--- src/rtl/edo_dq_pkg.sv ---
// Shared types of the EDO data-pin controller.
// Assumes exactly two byte lanes share one row strobe.
package edo_dq_pkg;
    localparam int NUM_LANES = 2;

    // What a lane has done since the merged column strobe last went inactive.
    typedef enum logic [1:0] {
        LM_IDLE  = 2'd0,
        LM_READ  = 2'd1,
        LM_EARLY = 2'd2,
        LM_LATE  = 2'd3
    } lane_mode_e;
endpackage

--- src/rtl/edo_strobe_edges.sv ---
// Keeps the previous sample of every control and derives edges.
// Also derives the merged column strobe: active while any lane strobe is low.
// Assumes the controls are already synchronous to clk.
module edo_strobe_edges #(
    parameter int LANES = 2
) (
    input  logic             clk,
    input  logic             rst_n,
    input  logic             ras_n,
    input  logic [LANES-1:0] cas_n,
    input  logic             we_n,
    input  logic             oe_n,
    output logic             ras_fall,
    output logic [LANES-1:0] lane_fall,
    output logic [LANES-1:0] lane_held,
    output logic             icas_now,
    output logic             icas_fall,
    output logic             icas_rise,
    output logic             we_fall,
    output logic             oe_rise
);
    logic             ras_p;
    logic [LANES-1:0] cas_p;
    logic             we_p;
    logic             oe_p;
    logic             icas_p;

    // Previous samples; reset to the inactive (high) level.
    always_ff @(posedge clk) begin
        if (!rst_n) begin
            ras_p <= 1'b1;
            cas_p <= '1;
            we_p  <= 1'b1;
            oe_p  <= 1'b1;
        end else begin
            ras_p <= ras_n;
            cas_p <= cas_n;
            we_p  <= we_n;
            oe_p  <= oe_n;
        end
    end

    // Edge and level decode of the current sample against the previous one.
    always_comb begin
        icas_now  = ~&cas_n;
        icas_p    = ~&cas_p;
        icas_fall = icas_now & ~icas_p;
        icas_rise = ~icas_now & icas_p;
        ras_fall  = ras_p & ~ras_n;
        lane_fall = cas_p & ~cas_n;
        lane_held = ~cas_p & ~cas_n;
        we_fall   = we_p & ~we_n;
        oe_rise   = ~oe_p & oe_n;
    end
endmodule

--- src/rtl/edo_byte_array.sv ---
// Small byte-writable storage standing in for the cell array.
// The read is combinational and the write synchronous; all words clear on reset.
module edo_byte_array #(
    parameter int BYTE_W = 8,
    parameter int LANES  = 2,
    parameter int IDX_W  = 6
) (
    input  logic                    clk,
    input  logic                    rst_n,
    input  logic [LANES-1:0]        wr_en,
    input  logic [IDX_W-1:0]        idx,
    input  logic [LANES*BYTE_W-1:0] wr_data,
    output logic [LANES*BYTE_W-1:0] rd_data
);
    localparam int DEPTH = 1 << IDX_W;

    logic [LANES*BYTE_W-1:0] mem [DEPTH];

    // Per-lane byte write, full clear on reset.
    always_ff @(posedge clk) begin
        if (!rst_n) begin
            for (int i = 0; i < DEPTH; i++) mem[i] <= '0;
        end else begin
            for (int b = 0; b < LANES; b++)
                if (wr_en[b]) mem[idx][b*BYTE_W +: BYTE_W] <= wr_data[b*BYTE_W +: BYTE_W];
        end
    end

    // Word read at the current index.
    assign rd_data = mem[idx];
endmodule

--- src/rtl/edo_lane_ctrl.sv ---
// Control of one byte lane: read start, early/late write decision,
// held EDO data and the output-drive state.
// Assumes edges come from edo_strobe_edges in the same cycle.
module edo_lane_ctrl
    import edo_dq_pkg::*;
#(
    parameter int BYTE_W = 8
) (
    input  logic              clk,
    input  logic              rst_n,
    input  logic              acc,
    input  logic              close,
    input  logic              lane_fall,
    input  logic              lane_held,
    input  logic              we_n,
    input  logic              we_fall,
    input  logic              oe_n,
    input  logic              oe_rise,
    input  logic              icas_now,
    input  logic              icas_rise,
    input  logic [BYTE_W-1:0] rd_byte,
    output logic              wr_en,
    output logic              ev_early,
    output logic              ev_late,
    output lane_mode_e        mode_q,
    output logic [BYTE_W-1:0] out_byte,
    output logic              out_en
);
    logic              ev_read;
    logic              arm_q, arm_nx;
    logic [BYTE_W-1:0] data_q, data_nx;

    // Access decode for this lane.
    always_comb begin
        ev_read  = lane_fall & acc & we_n;
        ev_early = lane_fall & acc & ~we_n;
        ev_late  = lane_held & acc & we_fall & oe_n;
        wr_en    = ev_early | ev_late;
    end

    // Next output-arm state; the first matching rule wins.
    always_comb begin
        arm_nx  = arm_q;
        data_nx = ev_read ? rd_byte : data_q;
        if (close)                        arm_nx = 1'b0;
        else if (ev_read)                 arm_nx = 1'b1;
        else if (wr_en)                   arm_nx = 1'b0;
        else if (we_fall && !icas_now)    arm_nx = 1'b0;
        else if (oe_rise && !icas_now)    arm_nx = 1'b0;
    end

    // Lane state and registered pin image.
    always_ff @(posedge clk) begin
        if (!rst_n) begin
            arm_q    <= 1'b0;
            data_q   <= '0;
            out_en   <= 1'b0;
            out_byte <= '0;
            mode_q   <= LM_IDLE;
        end else begin
            arm_q    <= arm_nx;
            data_q   <= data_nx;
            out_en   <= arm_nx & ~oe_n;
            out_byte <= (arm_nx & ~oe_n) ? data_nx : '0;
            if (icas_rise)     mode_q <= LM_IDLE;
            else if (ev_read)  mode_q <= LM_READ;
            else if (ev_early) mode_q <= LM_EARLY;
            else if (ev_late)  mode_q <= LM_LATE;
        end
    end
endmodule

--- src/rtl/edo_dq_ctrl.sv ---
// Top of the dual-strobe EDO data-pin controller.
// Latches the row and the column, runs one lane controller per byte
// in front of a small array, and flags mixed early/late byte writes.
// Assumes all controls are sampled synchronously on clk.
module edo_dq_ctrl
    import edo_dq_pkg::*;
#(
    parameter int BYTE_W = 8,
    parameter int ADDR_W = 3
) (
    input  logic                          clk,
    input  logic                          rst_n,
    input  logic                          ras_n,
    input  logic                          cas_lo_n,
    input  logic                          cas_hi_n,
    input  logic                          we_n,
    input  logic                          oe_n,
    input  logic [ADDR_W-1:0]             addr,
    input  logic [NUM_LANES*BYTE_W-1:0]   dq_in,
    output logic [NUM_LANES*BYTE_W-1:0]   dq_out,
    output logic [NUM_LANES-1:0]          dq_oe,
    output logic                          mix_err
);
    localparam int LANES  = NUM_LANES;
    localparam int DATA_W = LANES * BYTE_W;
    localparam int IDX_W  = 2 * ADDR_W;

    logic [LANES-1:0]  cas_n, lane_fall, lane_held, wr_en, ev_early, ev_late;
    logic              ras_fall, icas_now, icas_fall, icas_rise, we_fall, oe_rise;
    logic              acc, close, err_nx;
    logic [ADDR_W-1:0] row_q, col_q, row_eff, col_eff;
    logic [DATA_W-1:0] rd_word;
    lane_mode_e        mode_q [LANES];

    assign cas_n = {cas_hi_n, cas_lo_n};

    edo_strobe_edges #(.LANES(LANES)) u_edges (
        .clk       (clk),
        .rst_n     (rst_n),
        .ras_n     (ras_n),
        .cas_n     (cas_n),
        .we_n      (we_n),
        .oe_n      (oe_n),
        .ras_fall  (ras_fall),
        .lane_fall (lane_fall),
        .lane_held (lane_held),
        .icas_now  (icas_now),
        .icas_fall (icas_fall),
        .icas_rise (icas_rise),
        .we_fall   (we_fall),
        .oe_rise   (oe_rise)
    );

    // Effective row/column: the live address on the capturing edge.
    always_comb begin
        acc     = ~ras_n;
        close   = ras_n & ~icas_now;
        row_eff = ras_fall  ? addr : row_q;
        col_eff = icas_fall ? addr : col_q;
    end

    // Row captured on row-strobe fall, column on merged-strobe fall.
    always_ff @(posedge clk) begin
        if (!rst_n) begin
            row_q <= '0;
            col_q <= '0;
        end else begin
            if (ras_fall)  row_q <= addr;
            if (icas_fall) col_q <= addr;
        end
    end

    edo_byte_array #(.BYTE_W(BYTE_W), .LANES(LANES), .IDX_W(IDX_W)) u_array (
        .clk     (clk),
        .rst_n   (rst_n),
        .wr_en   (wr_en),
        .idx     ({row_eff, col_eff}),
        .wr_data (dq_in),
        .rd_data (rd_word)
    );

    for (genvar g = 0; g < LANES; g++) begin : g_lane
        edo_lane_ctrl #(.BYTE_W(BYTE_W)) u_lane (
            .clk       (clk),
            .rst_n     (rst_n),
            .acc       (acc),
            .close     (close),
            .lane_fall (lane_fall[g]),
            .lane_held (lane_held[g]),
            .we_n      (we_n),
            .we_fall   (we_fall),
            .oe_n      (oe_n),
            .oe_rise   (oe_rise),
            .icas_now  (icas_now),
            .icas_rise (icas_rise),
            .rd_byte   (rd_word[g*BYTE_W +: BYTE_W]),
            .wr_en     (wr_en[g]),
            .ev_early  (ev_early[g]),
            .ev_late   (ev_late[g]),
            .mode_q    (mode_q[g]),
            .out_byte  (dq_out[g*BYTE_W +: BYTE_W]),
            .out_en    (dq_oe[g])
        );
    end

    // Mixed-mode detect: an early write against a late one in another lane.
    always_comb begin
        err_nx = 1'b0;
        for (int b = 0; b < LANES; b++)
            for (int o = 0; o < LANES; o++)
                if (o != b) begin
                    if (ev_early[b] && (mode_q[o] == LM_LATE || ev_late[o]))   err_nx = 1'b1;
                    if (ev_late[b]  && (mode_q[o] == LM_EARLY || ev_early[o])) err_nx = 1'b1;
                end
    end

    // Registered one-cycle error pulse.
    always_ff @(posedge clk) begin
        if (!rst_n) mix_err <= 1'b0;
        else        mix_err <= err_nx;
    end
endmodule

--- config.mk ---
export PLATFORM = sky130hd
export DESIGN_NAME = edo_dq_ctrl
export DESIGN_NICKNAME = d
export VERILOG_FILES = /design/src/rtl/edo_dq_pkg.sv /design/src/rtl/edo_strobe_edges.sv /design/src/rtl/edo_byte_array.sv /design/src/rtl/edo_lane_ctrl.sv /design/src/rtl/edo_dq_ctrl.sv
export SDC_FILE = /design/constraint.sdc
export NUM_CORES = 2
export LEC_CHECK = 0
export BUFFER_PORTS_ARGS = -buffer_cell sky130_fd_sc_hd__buf_2
export CORE_MARGIN = 2
export CORE_UTILIZATION = 34
export CTS_CLUSTER_DIAMETER = 100
export DETAILED_ROUTE_END_ITERATION = 10
export HOLD_SLACK_MARGIN = 0.03
export SKIP_CTS_REPAIR_TIMING = 1
export SLEW_MARGIN = 10
export SYNTH_ARGS = -nofsm -noshare
export SYNTH_HDL_FRONTEND = slang
export SYNTH_SLANG_ARGS = --single-unit
--- constraint.sdc ---
create_clock -name clk -period 3.7 [get_ports clk]
set_input_delay 0.185 -clock clk [delete_from_list [all_inputs] [get_ports clk]]
set_output_delay 0.185 -clock clk [all_outputs]
set_load 0.005 [all_outputs]
==> impl_metrics.json <==
{
  "outcome": "completed",
  "port_buffers": 44,
  "critical_path.reg2reg.startpoint": "u_edges.cas_p[0]",
  "max-cap-violations": 0,
  "via_count_of_the_first_global_routing_pass": 35000,
  "ys_async_sr_fraction": 0,
  "worstSkewPairLatency_ns": 0.75,
  "cts_buffers": 110,
  "drt_pre_antenna_iters": 6,
  "final.hold.worst_slack_ns": 0.000320,
  "design.portCount": 45,
  "critical_path_required_ns": 4.31,
  "via_density_per_instance": 5.94,
  "path_class": "register to register",
  "reg2reg_slack_ns": 0.04,
  "maxSlewViolCount": 0,
  "final_antenna_net_count": 0,
  "netlist_area_before_placement_mm2": 0.0499,
  "post-route-period-util": 0.990,
  "busiest_layer": "met2",
  "syn-num-nets": 4078,
  "global_route.usage.total": 0.258,
  "stdcell_count": 6305,
  "mostFrequentLayoutCells": "1,030 x sky130_fd_sc_hd__and2_1, 1,024 x sky130_fd_sc_hd__edfxtp_1, 423 x sky130_fd_sc_hd__buf_4",
  "cts_tree": "yes",
  "r2r_cells": 10,
  "numPlacedInstances": 6095,
  "number_of_cells_traversed_by_the_worst_hold_path": 3,
  "hp-class": "input pin to register",
  "use_met2": 0.388,
  "netlist_instances": 4052,
  "p_leak_nw": 21.1,
  "placement_rows": 140,
  "grt_start_max_net_pins": 65,
  "critical_path.endpoint": "g_lane[1].u_lane.out_byte[3]",
  "rr_endpoint": "g_lane[1].u_lane.out_byte[3]",
  "timing.final.hold_violations": 0,
  "synth_edf_count": 1024,
  "max-slew-margin-rel": 0.318,
  "synthesis.area_per_instance_um2": 12.3,
  "floorplan.initialDensity": 0.342,
  "gpl.final_weighted_congestion": 0.995,
  "cts-root-buf": "sky130_fd_sc_hd__clkbuf_16",
  "dpl.hpwl_um": 132000,
  "die_area_mm2": 0.150,
  "final_common_cell": "sky130_fd_sc_hd__and2_1",
  "ys_ff_latch": 1076,
  "globalRouteMet3Util": 0.0604,
  "vdd_drop_max_v": 0.000351,
  "htree_num_levels": 3,
  "grt_setup_unrepaired": "no",
  "clock_tree.buffer_depth": 3,
  "grt_pass1_wl_um": 275000,
  "worst-path-max-fanout": 27,
  "wire_per_inst_um": 31.6,
  "gr-total-overflow": 0,
  "grt_antenna_before_repair": 17,
  "skew_ns": 0.0311,
  "area_grow_syn2layout_pct": 17.5,
  "clock_pin_transition_on_the_worst_setup_and_hold_timing_paths_ns": 0.07,
  "cp_slowest_stage_delay_ns": 0.50,
  "finalNetCount": 4324,
  "ys.flop_type": "sky130_fd_sc_hd__edfxtp_1",
  "cp-startpoint": "u_edges.cas_p[0]",
  "wl_um": 199000,
  "drt_drc_violations_left": 0,
  "fill_cells": 13700,
  "die_width_um": 387,
  "synth_warn": 0,
  "power-per-cell-area_mw_per_mm2": 483,
  "cp-start-kind": "register",
  "crit_slowest_cell": "sky130_fd_sc_hd__or2_2",
  "setup-violations-final": 0,
  "critical_path_endpoint_category": "register",
  "fp.coreArea_mm2": 0.146,
  "synth-seq-area-share": 0.637,
  "post_route_cells_drive_above_1_share": 0.169,
  "detailedRoute.firstIterationViolations": 6097,
  "timing.setup.tns_ns": 0,
  "die-height_um": 387,
  "post_synth_num_cell_types": 89,
  "post-route-min-period_ns": 3.66,
  "clkSinkCount": 1076,
  "max_freq_ghz": 0.273,
  "cp.arrival_ns": 4.28,
  "detailroute.via_count": 37400,
  "grt_use_met1": 0.357,
  "cell_breakdown_of_the_critical_path": "and2_4, buf_4, a211oi_4, or2_2, buf_12, a221o_1, o32ai_2, o221ai_1, nor4_2, nor3_1",
  "tightest_slew_ns": 1.01
}
-- kinds of logic after synthesis --
| logic type | synth area share |
|---|---|
| AND/OR/NAND/NOR | 0.182 |
| flip-flops | 0.637 |
| AO/OA/AOI/OAI | 0.142 |
| multiplexers | 0.00605 |
| buffers and inverters | 0.0327 |
-- cells in the mapped netlist, drive strengths merged, types with 52 or more instances --
library cell	number	area, µm²
a21oi	87	458
nand3	74	380
o21ai	367	1850
nor2	175	672
clkbuf	241	905
edfxtp	1024	30700
a22o	128	1120
dfxtp	52	1040
buf	117	653
a22oi	95	713
and2	1032	6460
a221oi	58	521
nand2	75	289
-- how the worst min path moves through the flow --
stage | from | slack [ns] | endpoint
floorplan | cas_lo_n | 0.29 | u_edges.cas_p[0]
global placement | oe_n | 0.44 | u_edges.oe_p
detailed placement | cas_hi_n | 0.45 | u_edges.cas_p[1]
CTS | cas_hi_n | -0.34 | u_edges.cas_p[1]
global route | rst_n | 0.03 | u_edges.oe_p
finish | rst_n | 0.0003 | u_edges.oe_p
-- state kept, by name (all words and copies together) (netlist names), 2 cells and up --
name	count
g_lane.u_lane.out_byte	16
row_q	3
g_lane.u_lane.out_en	2
col_q	3
u_array.mem	1024
u_edges.cas_p	2
g_lane.u_lane.mode_q	4
g_lane.u_lane.arm_q	2
g_lane.u_lane.data_q	16
-- power breakdown --
group,leakage (nW),internal [mW],total [mW],switching (mW)
registers,11.0,13.7,13.9,0.216
logic,8.39,0.815,2.87,2.05
clock network,1.77,6.51,11.5,4.99
total,21.1,21.0,28.3,7.26
-- per-stage QoR --
step	setup slack (ns)	total power [mW]	utilization	cell area [µm²]
2_1_floorplan	0.592	15.3	-	49900
4_1_cts	-0.320	28.2	0.401	58500
5_1_grt	0.00335	28.8	0.402	58600
3_5_place_dp	-0.273	16.9	0.376	54800
6_report	0.0353	28.3	0.402	58600
3_3_place_gp	-0.232	16.9	0.376	54800
-- cell type report --
class	instances	area, µm²	area share
diodes	2	5.00	0.0000854
clock buffers	132	2920	0.0498
clock inverters	68	696	0.0119
inverters	19	71.3	0.00122
multi-input cells	2599	16700	0.285
flip-flops and latches	1076	31800	0.543
well taps	1917	2400	0.0409
repair buffers	492	4030	0.0687
-- critical path, delay by kind of cell, from the launching register on --
kind,cells,cell delay (ns)
buffers and inverters,2,0.52
DFF,1,0.43
AOI/OAI and AO/OA,4,1.28
and+or+nand+nor,4,1.26
-- per-layer routing --
layer  wire (µm)  part of all wire
met5         133           0.00067
met4        9490             0.048
met3       24600              0.12
met2       87000              0.44
met1       77700              0.39
(Power assumes the default switching activity.)
